$ cat config.mk
export PLATFORM = sky130hd
export DESIGN_NAME = nand_bus_frontend
export DESIGN_NICKNAME = d
export VERILOG_FILES = /design/src/rtl/nand_fe_pkg.sv /design/src/rtl/nand_fe_sampler.sv /design/src/rtl/nand_fe_cmd_gate.sv /design/src/rtl/nand_fe_addr_pack.sv /design/src/rtl/nand_fe_rd_port.sv /design/src/rtl/nand_bus_frontend.sv
export SDC_FILE = /design/constraint.sdc
export NUM_CORES = 1
export LEC_CHECK = 0
export CORE_MARGIN = 3
export CORE_UTILIZATION = 62
export DETAILED_ROUTE_END_ITERATION = 7
export DONT_BUFFER_PORTS = 1
export MAX_ROUTING_LAYER = met4
export PLACE_DENSITY = 0.89
export SYNTH_ARGS = -nofsm -noshare
export SYNTH_HDL_FRONTEND = slang
export SYNTH_SLANG_ARGS = --single-unit
$ cat constraint.sdc
create_clock -name clk -period 2.2 [get_ports clk]
set_clock_uncertainty 0.15 [all_clocks]
set_input_delay 0.22 -clock clk [delete_from_list [all_inputs] [get_ports clk]]
set_output_delay 0.22 -clock clk [all_outputs]
set_load 0.03 [all_outputs]
$ cat src/rtl/nand_fe_pkg.sv
// Package: shared widths, pin bundle and write-cycle classes for the
// NAND bus receiver. Assumes an 8-bit bus.
package nand_fe_pkg;

    localparam int IO_W  = 8;
    localparam int COL_W = 12;
    localparam int ROW_W = 17;

    typedef enum logic [1:0] {
        WCYC_NONE = 2'd0,
        WCYC_CMD  = 2'd1,
        WCYC_ADDR = 2'd2,
        WCYC_DIN  = 2'd3
    } wcyc_t;

    typedef struct packed {
        logic            sel_n;
        logic            addr_lat;
        logic            cmd_lat;
        logic            wr_n;
        logic            rd_n;
        logic            wp_n;
        logic [IO_W-1:0] io;
    } pins_t;

    // Map latch levels to a write-cycle class; deselected or both latches high gives none.
    function automatic wcyc_t classify(input logic sel_n, input logic al, input logic cl);
        wcyc_t k;
        if (sel_n)           k = WCYC_NONE;
        else if (al && cl)   k = WCYC_NONE;
        else if (cl)         k = WCYC_CMD;
        else if (al)         k = WCYC_ADDR;
        else                 k = WCYC_DIN;
        return k;
    endfunction

endpackage

$ cat src/rtl/nand_fe_sampler.sv
// Module: registers the asynchronous bus pins once in the local clock domain
// and flags write-strobe rises and read-strobe falls.
// Assumes strobe pulses last at least two clock periods (no metastability
// hardening; a synchroniser stage may be added in front by the integrator).
module nand_fe_sampler
    import nand_fe_pkg::*;
(
    input  logic  clk,
    input  logic  rst_n,
    input  pins_t pins,
    output pins_t pin_q,
    output logic  wr_rise,
    output logic  rd_fall
);

    logic wr_prev;
    logic rd_prev;

    // Capture the pin bundle; reset to an idle, deselected bus.
    always_ff @(posedge clk) begin
        if (!rst_n) begin
            pin_q       <= '0;
            pin_q.sel_n <= 1'b1;
            pin_q.wr_n  <= 1'b1;
            pin_q.rd_n  <= 1'b1;
            wr_prev     <= 1'b1;
            rd_prev     <= 1'b1;
        end else begin
            pin_q   <= pins;
            wr_prev <= pin_q.wr_n;
            rd_prev <= pin_q.rd_n;
        end
    end

    // Edge flags from the current and previous sampled strobe levels.
    always_comb begin
        wr_rise = pin_q.wr_n & ~wr_prev;
        rd_fall = ~pin_q.rd_n & rd_prev;
    end

endmodule

$ cat src/rtl/nand_fe_cmd_gate.sv
// Module: forwards command bytes, refusing program/erase codes while the
// write guard sampled with the edge is low. Assumes a cmd_hit qualifier
// already includes chip select and latch decoding.
module nand_fe_cmd_gate
    import nand_fe_pkg::*;
#(
    parameter int                    N_PROT     = 4,
    parameter logic [N_PROT*IO_W-1:0] PROT_CODES = {8'h80, 8'h10, 8'h60, 8'hD0}
) (
    input  logic            clk,
    input  logic            rst_n,
    input  logic            cmd_hit,
    input  logic            wp_n,
    input  logic [IO_W-1:0] code,
    output logic            cmd_valid,
    output logic [IO_W-1:0] cmd_code,
    output logic            cmd_rejected
);

    logic [N_PROT-1:0] match;
    logic              guarded;

    // One comparator per protected code.
    for (genvar g = 0; g < N_PROT; g++) begin : g_prot
        assign match[g] = (code == PROT_CODES[g*IO_W +: IO_W]);
    end

    // A code is refused only if protected and the guard is low now.
    assign guarded = (|match) & ~wp_n;

    // Issue either the forward strobe or the reject strobe.
    always_ff @(posedge clk) begin
        if (!rst_n) begin
            cmd_valid    <= 1'b0;
            cmd_code     <= '0;
            cmd_rejected <= 1'b0;
        end else begin
            cmd_valid    <= cmd_hit & ~guarded;
            cmd_rejected <= cmd_hit & guarded;
            if (cmd_hit && !guarded) cmd_code <= code;
        end
    end

endmodule

$ cat src/rtl/nand_fe_addr_pack.sv
// Module: packs four or five address bytes into column and row fields.
// Assumes addr_hit/restart are single-cycle and never both high.
module nand_fe_addr_pack
    import nand_fe_pkg::*;
#(
    parameter int MAX_CYC = 5
) (
    input  logic             clk,
    input  logic             rst_n,
    input  logic             restart,
    input  logic             addr_hit,
    input  logic             five_cyc,
    input  logic [IO_W-1:0]  byte_in,
    output logic             addr_valid,
    output logic [COL_W-1:0] col_addr,
    output logic [ROW_W-1:0] row_addr
);

    localparam int CNT_W = $clog2(MAX_CYC + 1);

    logic [CNT_W-1:0] cnt;
    logic [CNT_W-1:0] n_cyc;
    logic             take;
    logic             last;

    // Byte count for the selected mode; five only if the build allows it.
    if (MAX_CYC >= 5) begin : g_five
        assign n_cyc = five_cyc ? CNT_W'(5) : CNT_W'(4);
    end else begin : g_four
        logic unused_mode;
        assign unused_mode = five_cyc;
        assign n_cyc = CNT_W'(4);
    end

    assign take = addr_hit && (cnt < n_cyc);
    assign last = take && (cnt == n_cyc - CNT_W'(1));

    // Byte counter: cleared by a command, saturates at the configured count.
    always_ff @(posedge clk) begin
        if (!rst_n)       cnt <= '0;
        else if (restart) cnt <= '0;
        else if (take)    cnt <= cnt + CNT_W'(1);
    end

    // Steer each accepted byte into its field slice.
    always_ff @(posedge clk) begin
        if (!rst_n) begin
            col_addr <= '0;
            row_addr <= '0;
        end else if (take) begin
            case (cnt)
                CNT_W'(0): begin
                    col_addr[7:0] <= byte_in;
                    row_addr[16]  <= 1'b0;
                end
                CNT_W'(1): col_addr[11:8]  <= byte_in[3:0];
                CNT_W'(2): row_addr[7:0]   <= byte_in;
                CNT_W'(3): row_addr[15:8]  <= byte_in;
                default:   row_addr[16]    <= byte_in[0];
            endcase
        end
    end

    // Completion strobe, aligned with the final field update.
    always_ff @(posedge clk) begin
        if (!rst_n) addr_valid <= 1'b0;
        else        addr_valid <= last;
    end

endmodule

$ cat src/rtl/nand_fe_rd_port.sv
// Module: read-side output stage. Latches the core byte on each read
// strobe fall and drives it while the read window stays open.
// Assumes rd_open is computed from the same sampled pins as rd_fall.
module nand_fe_rd_port
    import nand_fe_pkg::*;
(
    input  logic            clk,
    input  logic            rst_n,
    input  logic            rd_fall,
    input  logic            rd_open,
    input  logic            sel_n,
    input  logic [IO_W-1:0] rd_data,
    output logic            rd_take,
    output logic [IO_W-1:0] io_out,
    output logic            io_oe
);

    logic            oe_q;
    logic [IO_W-1:0] data_q;

    // Capture the byte and pulse the take strobe on a qualified fall.
    always_ff @(posedge clk) begin
        if (!rst_n) begin
            data_q  <= '0;
            rd_take <= 1'b0;
            oe_q    <= 1'b0;
        end else begin
            rd_take <= rd_fall & rd_open;
            oe_q    <= rd_open;
            if (rd_fall && rd_open) data_q <= rd_data;
        end
    end

    // Deselection cuts the driver at once, without waiting for a clock.
    always_comb begin
        io_oe  = oe_q & ~sel_n;
        io_out = io_oe ? data_q : '0;
    end

endmodule

$ cat src/rtl/nand_bus_frontend.sv
// Module: top of the NAND bus receiver. Samples the pins, classifies write
// cycles, and fans out to the command gate, address packer, data-in path
// and read port. Assumes an 8-bit bus and a clock at least twice the
// strobe rate.
module nand_bus_frontend
    import nand_fe_pkg::*;
#(
    parameter int MAX_ADDR_CYC = 5
) (
    input  logic             clk,
    input  logic             rst_n,
    input  logic             sel_n,
    input  logic             addr_lat,
    input  logic             cmd_lat,
    input  logic             wr_n,
    input  logic             rd_n,
    input  logic             wp_n,
    input  logic [7:0]       io_in,
    input  logic             five_cyc,
    input  logic [7:0]       rd_data,
    output logic [7:0]       io_out,
    output logic             io_oe,
    output logic             rd_take,
    output logic             cmd_valid,
    output logic [7:0]       cmd_code,
    output logic             cmd_rejected,
    output logic             addr_valid,
    output logic [11:0]      col_addr,
    output logic [16:0]      row_addr,
    output logic             din_valid,
    output logic [7:0]       din_data
);

    pins_t pins;
    pins_t pin_q;
    logic  wr_rise;
    logic  rd_fall;
    wcyc_t kind;
    logic  cmd_hit;
    logic  addr_hit;
    logic  din_hit;
    logic  rd_open;

    // Bundle the raw pins.
    always_comb begin
        pins.sel_n    = sel_n;
        pins.addr_lat = addr_lat;
        pins.cmd_lat  = cmd_lat;
        pins.wr_n     = wr_n;
        pins.rd_n     = rd_n;
        pins.wp_n     = wp_n;
        pins.io       = io_in;
    end

    nand_fe_sampler u_sampler (
        .clk     (clk),
        .rst_n   (rst_n),
        .pins    (pins),
        .pin_q   (pin_q),
        .wr_rise (wr_rise),
        .rd_fall (rd_fall)
    );

    // Decode the write-cycle class and the read window from sampled pins.
    always_comb begin
        kind     = classify(pin_q.sel_n, pin_q.addr_lat, pin_q.cmd_lat);
        cmd_hit  = wr_rise && (kind == WCYC_CMD);
        addr_hit = wr_rise && (kind == WCYC_ADDR);
        din_hit  = wr_rise && (kind == WCYC_DIN);
        rd_open  = ~pin_q.sel_n & ~pin_q.addr_lat & ~pin_q.cmd_lat
                 & pin_q.wr_n & ~pin_q.rd_n;
    end

    nand_fe_cmd_gate u_cmd_gate (
        .clk          (clk),
        .rst_n        (rst_n),
        .cmd_hit      (cmd_hit),
        .wp_n         (pin_q.wp_n),
        .code         (pin_q.io),
        .cmd_valid    (cmd_valid),
        .cmd_code     (cmd_code),
        .cmd_rejected (cmd_rejected)
    );

    nand_fe_addr_pack #(.MAX_CYC(MAX_ADDR_CYC)) u_addr_pack (
        .clk        (clk),
        .rst_n      (rst_n),
        .restart    (cmd_hit),
        .addr_hit   (addr_hit),
        .five_cyc   (five_cyc),
        .byte_in    (pin_q.io),
        .addr_valid (addr_valid),
        .col_addr   (col_addr),
        .row_addr   (row_addr)
    );

    // Data-in path: one strobe per write edge outside the latch phases.
    always_ff @(posedge clk) begin
        if (!rst_n) begin
            din_valid <= 1'b0;
            din_data  <= '0;
        end else begin
            din_valid <= din_hit;
            if (din_hit) din_data <= pin_q.io;
        end
    end

    nand_fe_rd_port u_rd_port (
        .clk     (clk),
        .rst_n   (rst_n),
        .rd_fall (rd_fall),
        .rd_open (rd_open),
        .sel_n   (sel_n),
        .rd_data (rd_data),
        .rd_take (rd_take),
        .io_out  (io_out),
        .io_oe   (io_oe)
    );

endmodule

==> impl_results.md <==
* Status: complete, no violations
* Fin crit share at 86.5%
* Core area at 4790 um^2
* Seq cells post-synth at 78
* Overflow after GRT at 0
* Hold WC Path Type: primary input to flop
* Final setup TNS at 0 ns
* Synth top area cells: dfxtp_1 50%, mux2i_1 9.7%, nor2b_1 4.6%
* Critical register-to-register path startpoint: u_addr_pack.cnt[0]
* Reg clk slew, reported paths at 0.08 ns
* Hold slack at 0.0412 ns
* Util after Layout at 76.2%
* Final wirelength at roughly 6800 um
* Post_cts resized at 0
* Initial DRC count at between 100 and 150
* CP Cell Sequence: inv_1 -> ha_1 -> nor2b_1 -> o211a_1 -> nand2_2 -> mux2i_1
* Peak supply drop at 0.547 mV
* Nets@finish at 362
* Register area share after synthesis at 50.3%
* Placed cell count at 363
* Cell Rows at 25
* Routed len/inst at 16.9 um
* Post-DP Area at 3140 um^2
* Worst Reg-to-Reg Cells at 6
* WHS Path Cells at 2
* Clock root buffer: clkbuf_8
* First-pass GRT wire length at 11100 um
* Post-Syn Nets at 336
* Ant. Diodes at 0
* Post-Synthesis Cells at 305
* Crit path max fanout at 8
* Worst path arrival time at 2.03 ns
* Post-DP HPWL at roughly 4400 um
* Crit-path max cell delay at between 0.4 and 0.5 ns
* Worst relative slew slack at 65.1%
* Vias in the first global route at ~2.2k
* CP endpoint: u_addr_pack.row_addr[13]
* Clock Latency Late Sink at between 0.3 and 0.4 ns
* Die Area at 5890 um^2
* Post-synth EDFFs at 0
* Clock period minus worst slack at roughly 1.9 ns
* Sink Count at 78
* Total CTS buffers at 9
* Final Cell Area at 3650 um^2
* Syn_area_per_cell at 10.2 um^2
* Setup Crit Path Kind: flop to flop
* Reg2Reg Capture Point: u_addr_pack.row_addr[13]
* Leakage at roughly 1.5 nW
* Overall routing resource usage at 24.8%
* Die Width at 76.7 um
* Main synth FF type: dfxtp_1
* # port buffers at 0
* Router iterations before antenna repair at 4
* Routed via count at 2255
* H-tree depth at 3
* TritonCTS clock tree: built
* Slew @ Worst Pin at 0.523 ns
* Largest net degree at the start of global routing at 87
* Initial antenna violation count at 0
* FMAX at between 500 and 600 MHz
* Crit-path slowest cell: dfxtp_1
* Req. time, crit path at 2.33 ns
* Fraction of layout cells with a size suffix above 1 at 10.4%
* # IOs at 84
* Max-Cap Viols at 0
* Initial core utilization at 64.8%
* Synth cell types at 42
* Post-synth top area cell: dfxtp_1
* Mapped Area at 3100 um^2
* Startpoint types: flop
* Post-synth top area share at approximately half
* Final hold vios at 0
* ANT nets after route at 0
* Commonest cells after routing, fill and taps aside: 78 x dfxtp_1, 33 x nand2_1, 30 x mux2i_1
* Setup crit end kind: flop
* Non-filler instance count after layout at 402
* GPL Wtd Cong at about 0.81
* Yosys warnings at 0
* Final setup vio count at 0
* Buffer depth of the longest clock path at 2
* Commonest non-fill, non-tap cell in the layout: dfxtp_1
* Slew Viols, Final at 0
* Die Ht at 76.7 um
* Pre-CTS setup slack at 0.306 ns
* DR vias/cell at 5.61
* Ys async rst share at 0%
* DRC viols at 0
* CP startpoint: u_addr_pack.cnt[0]
* Power Dens Cells at between 700 and 800 nW/um^2
* Area Growth Syn to Fin at 17.5%
* Power, Total at 2.88 mW
* RSZ-0062 raised after global routing: false
* Final WS setup at 0.297 ns
* FF-to-FF setup slack at 0.30 ns
-- worst min path at each step --
stage,endpoint,startpoint
after CTS,u_sampler.rd_prev,rst_n
after global placement,u_sampler.rd_prev,rst_n
after global routing,u_sampler.rd_prev,rst_n
after detailed placement,u_sampler.rd_prev,rst_n
after floorplan,u_sampler.pin_q[10],wr_n
final,u_sampler.pin_q[13],rst_n
-- area by class of cell --
type / instances / area, um^2
flip-flops and latches: 78 / 1560
multi-input cells: 207 / 1430
fillers: 322 / 1140
repair buffers: 32 / 318
clock buffers: 10 / 138
clock inverters: 5 / 106
well taps: 67 / 83.8
inverters: 3 / 11.3
-- synth_stat cells, types with 4 or more instances --
cell,count
dfxtp_1,78
nand2_1,33
mux2i_1,30
nor2b_1,23
and2_1,22
nand3_1,19
clkbuf_1,10
a21boi_0,8
nor2_1,8
o21ai_0,8
ha_1,6
nand2b_1,5
nand4_1,5
a21o_1,4
o211ai_2,4
o32a_1,4
-- worst max-delay path, delay by kind of cell (launching register included) --
kind / cells / cell delay [ns]
muxes: 1 / 0.22
adders and majority gates: 1 / 0.19
AOI/OAI and AO/OA: 1 / 0.31
and+or+nand+nor: 2 / 0.41
buffers and inverters: 1 / 0.12
DFF: 1 / 0.44
-- power by group --
part           internal (mW)  switching [mW]
clock network          0.782           0.512
registers               1.43          0.0243
logic                 0.0670          0.0627
-- sequential cells by signal (all words and copies together), names as in the netlist --
| register | cells |
|---|---|
| din_data | 8 |
| din_valid | 1 |
| u_addr_pack.addr_valid | 1 |
| u_addr_pack.cnt | 3 |
| u_addr_pack.col_addr | 12 |
| u_addr_pack.row_addr | 17 |
| u_cmd_gate.cmd_code | 8 |
| u_cmd_gate.cmd_rejected | 1 |
| u_cmd_gate.cmd_valid | 1 |
| u_rd_port.data_q | 8 |
| u_rd_port.oe_q | 1 |
| u_rd_port.rd_take | 1 |
| u_sampler.pin_q | 14 |
| u_sampler.rd_prev | 1 |
| u_sampler.wr_prev | 1 |
-- cell families (layout without fill, tap and decap cells) --
kind of cell / Yosys count / after routing / synth area share [%]
AO/OA/AOI/OAI: 38 / 38 / 10.4
XOR/XNOR: 2 / 2 / 0.565
adder cells (fa/ha/maj): 6 / 6 / 2.42
buffers and inverters: 20 / 50 / 3.63
flip-flops: 78 / 78 / 50.3
multiplexers: 30 / 30 / 9.68
AND/OR/NAND/NOR: 131 / 131 / 23.0
-- layer usage --
metal  global-route usage [%]  up-vias  part of all wire [%]
met4                     7.97        0                   1.2
li1                         -     1103                     -
met2                     40.3       72                    49
met5                        -        -                     0
met3                     10.1        9                   7.4
met1                     27.7     1071                    42
-- timing repair --
item	in CTS	in global routing
hold endpoints to repair	77	0
hold buffers	24	0
setup buffers	0	0
Power figures use the tool's default switching activity.
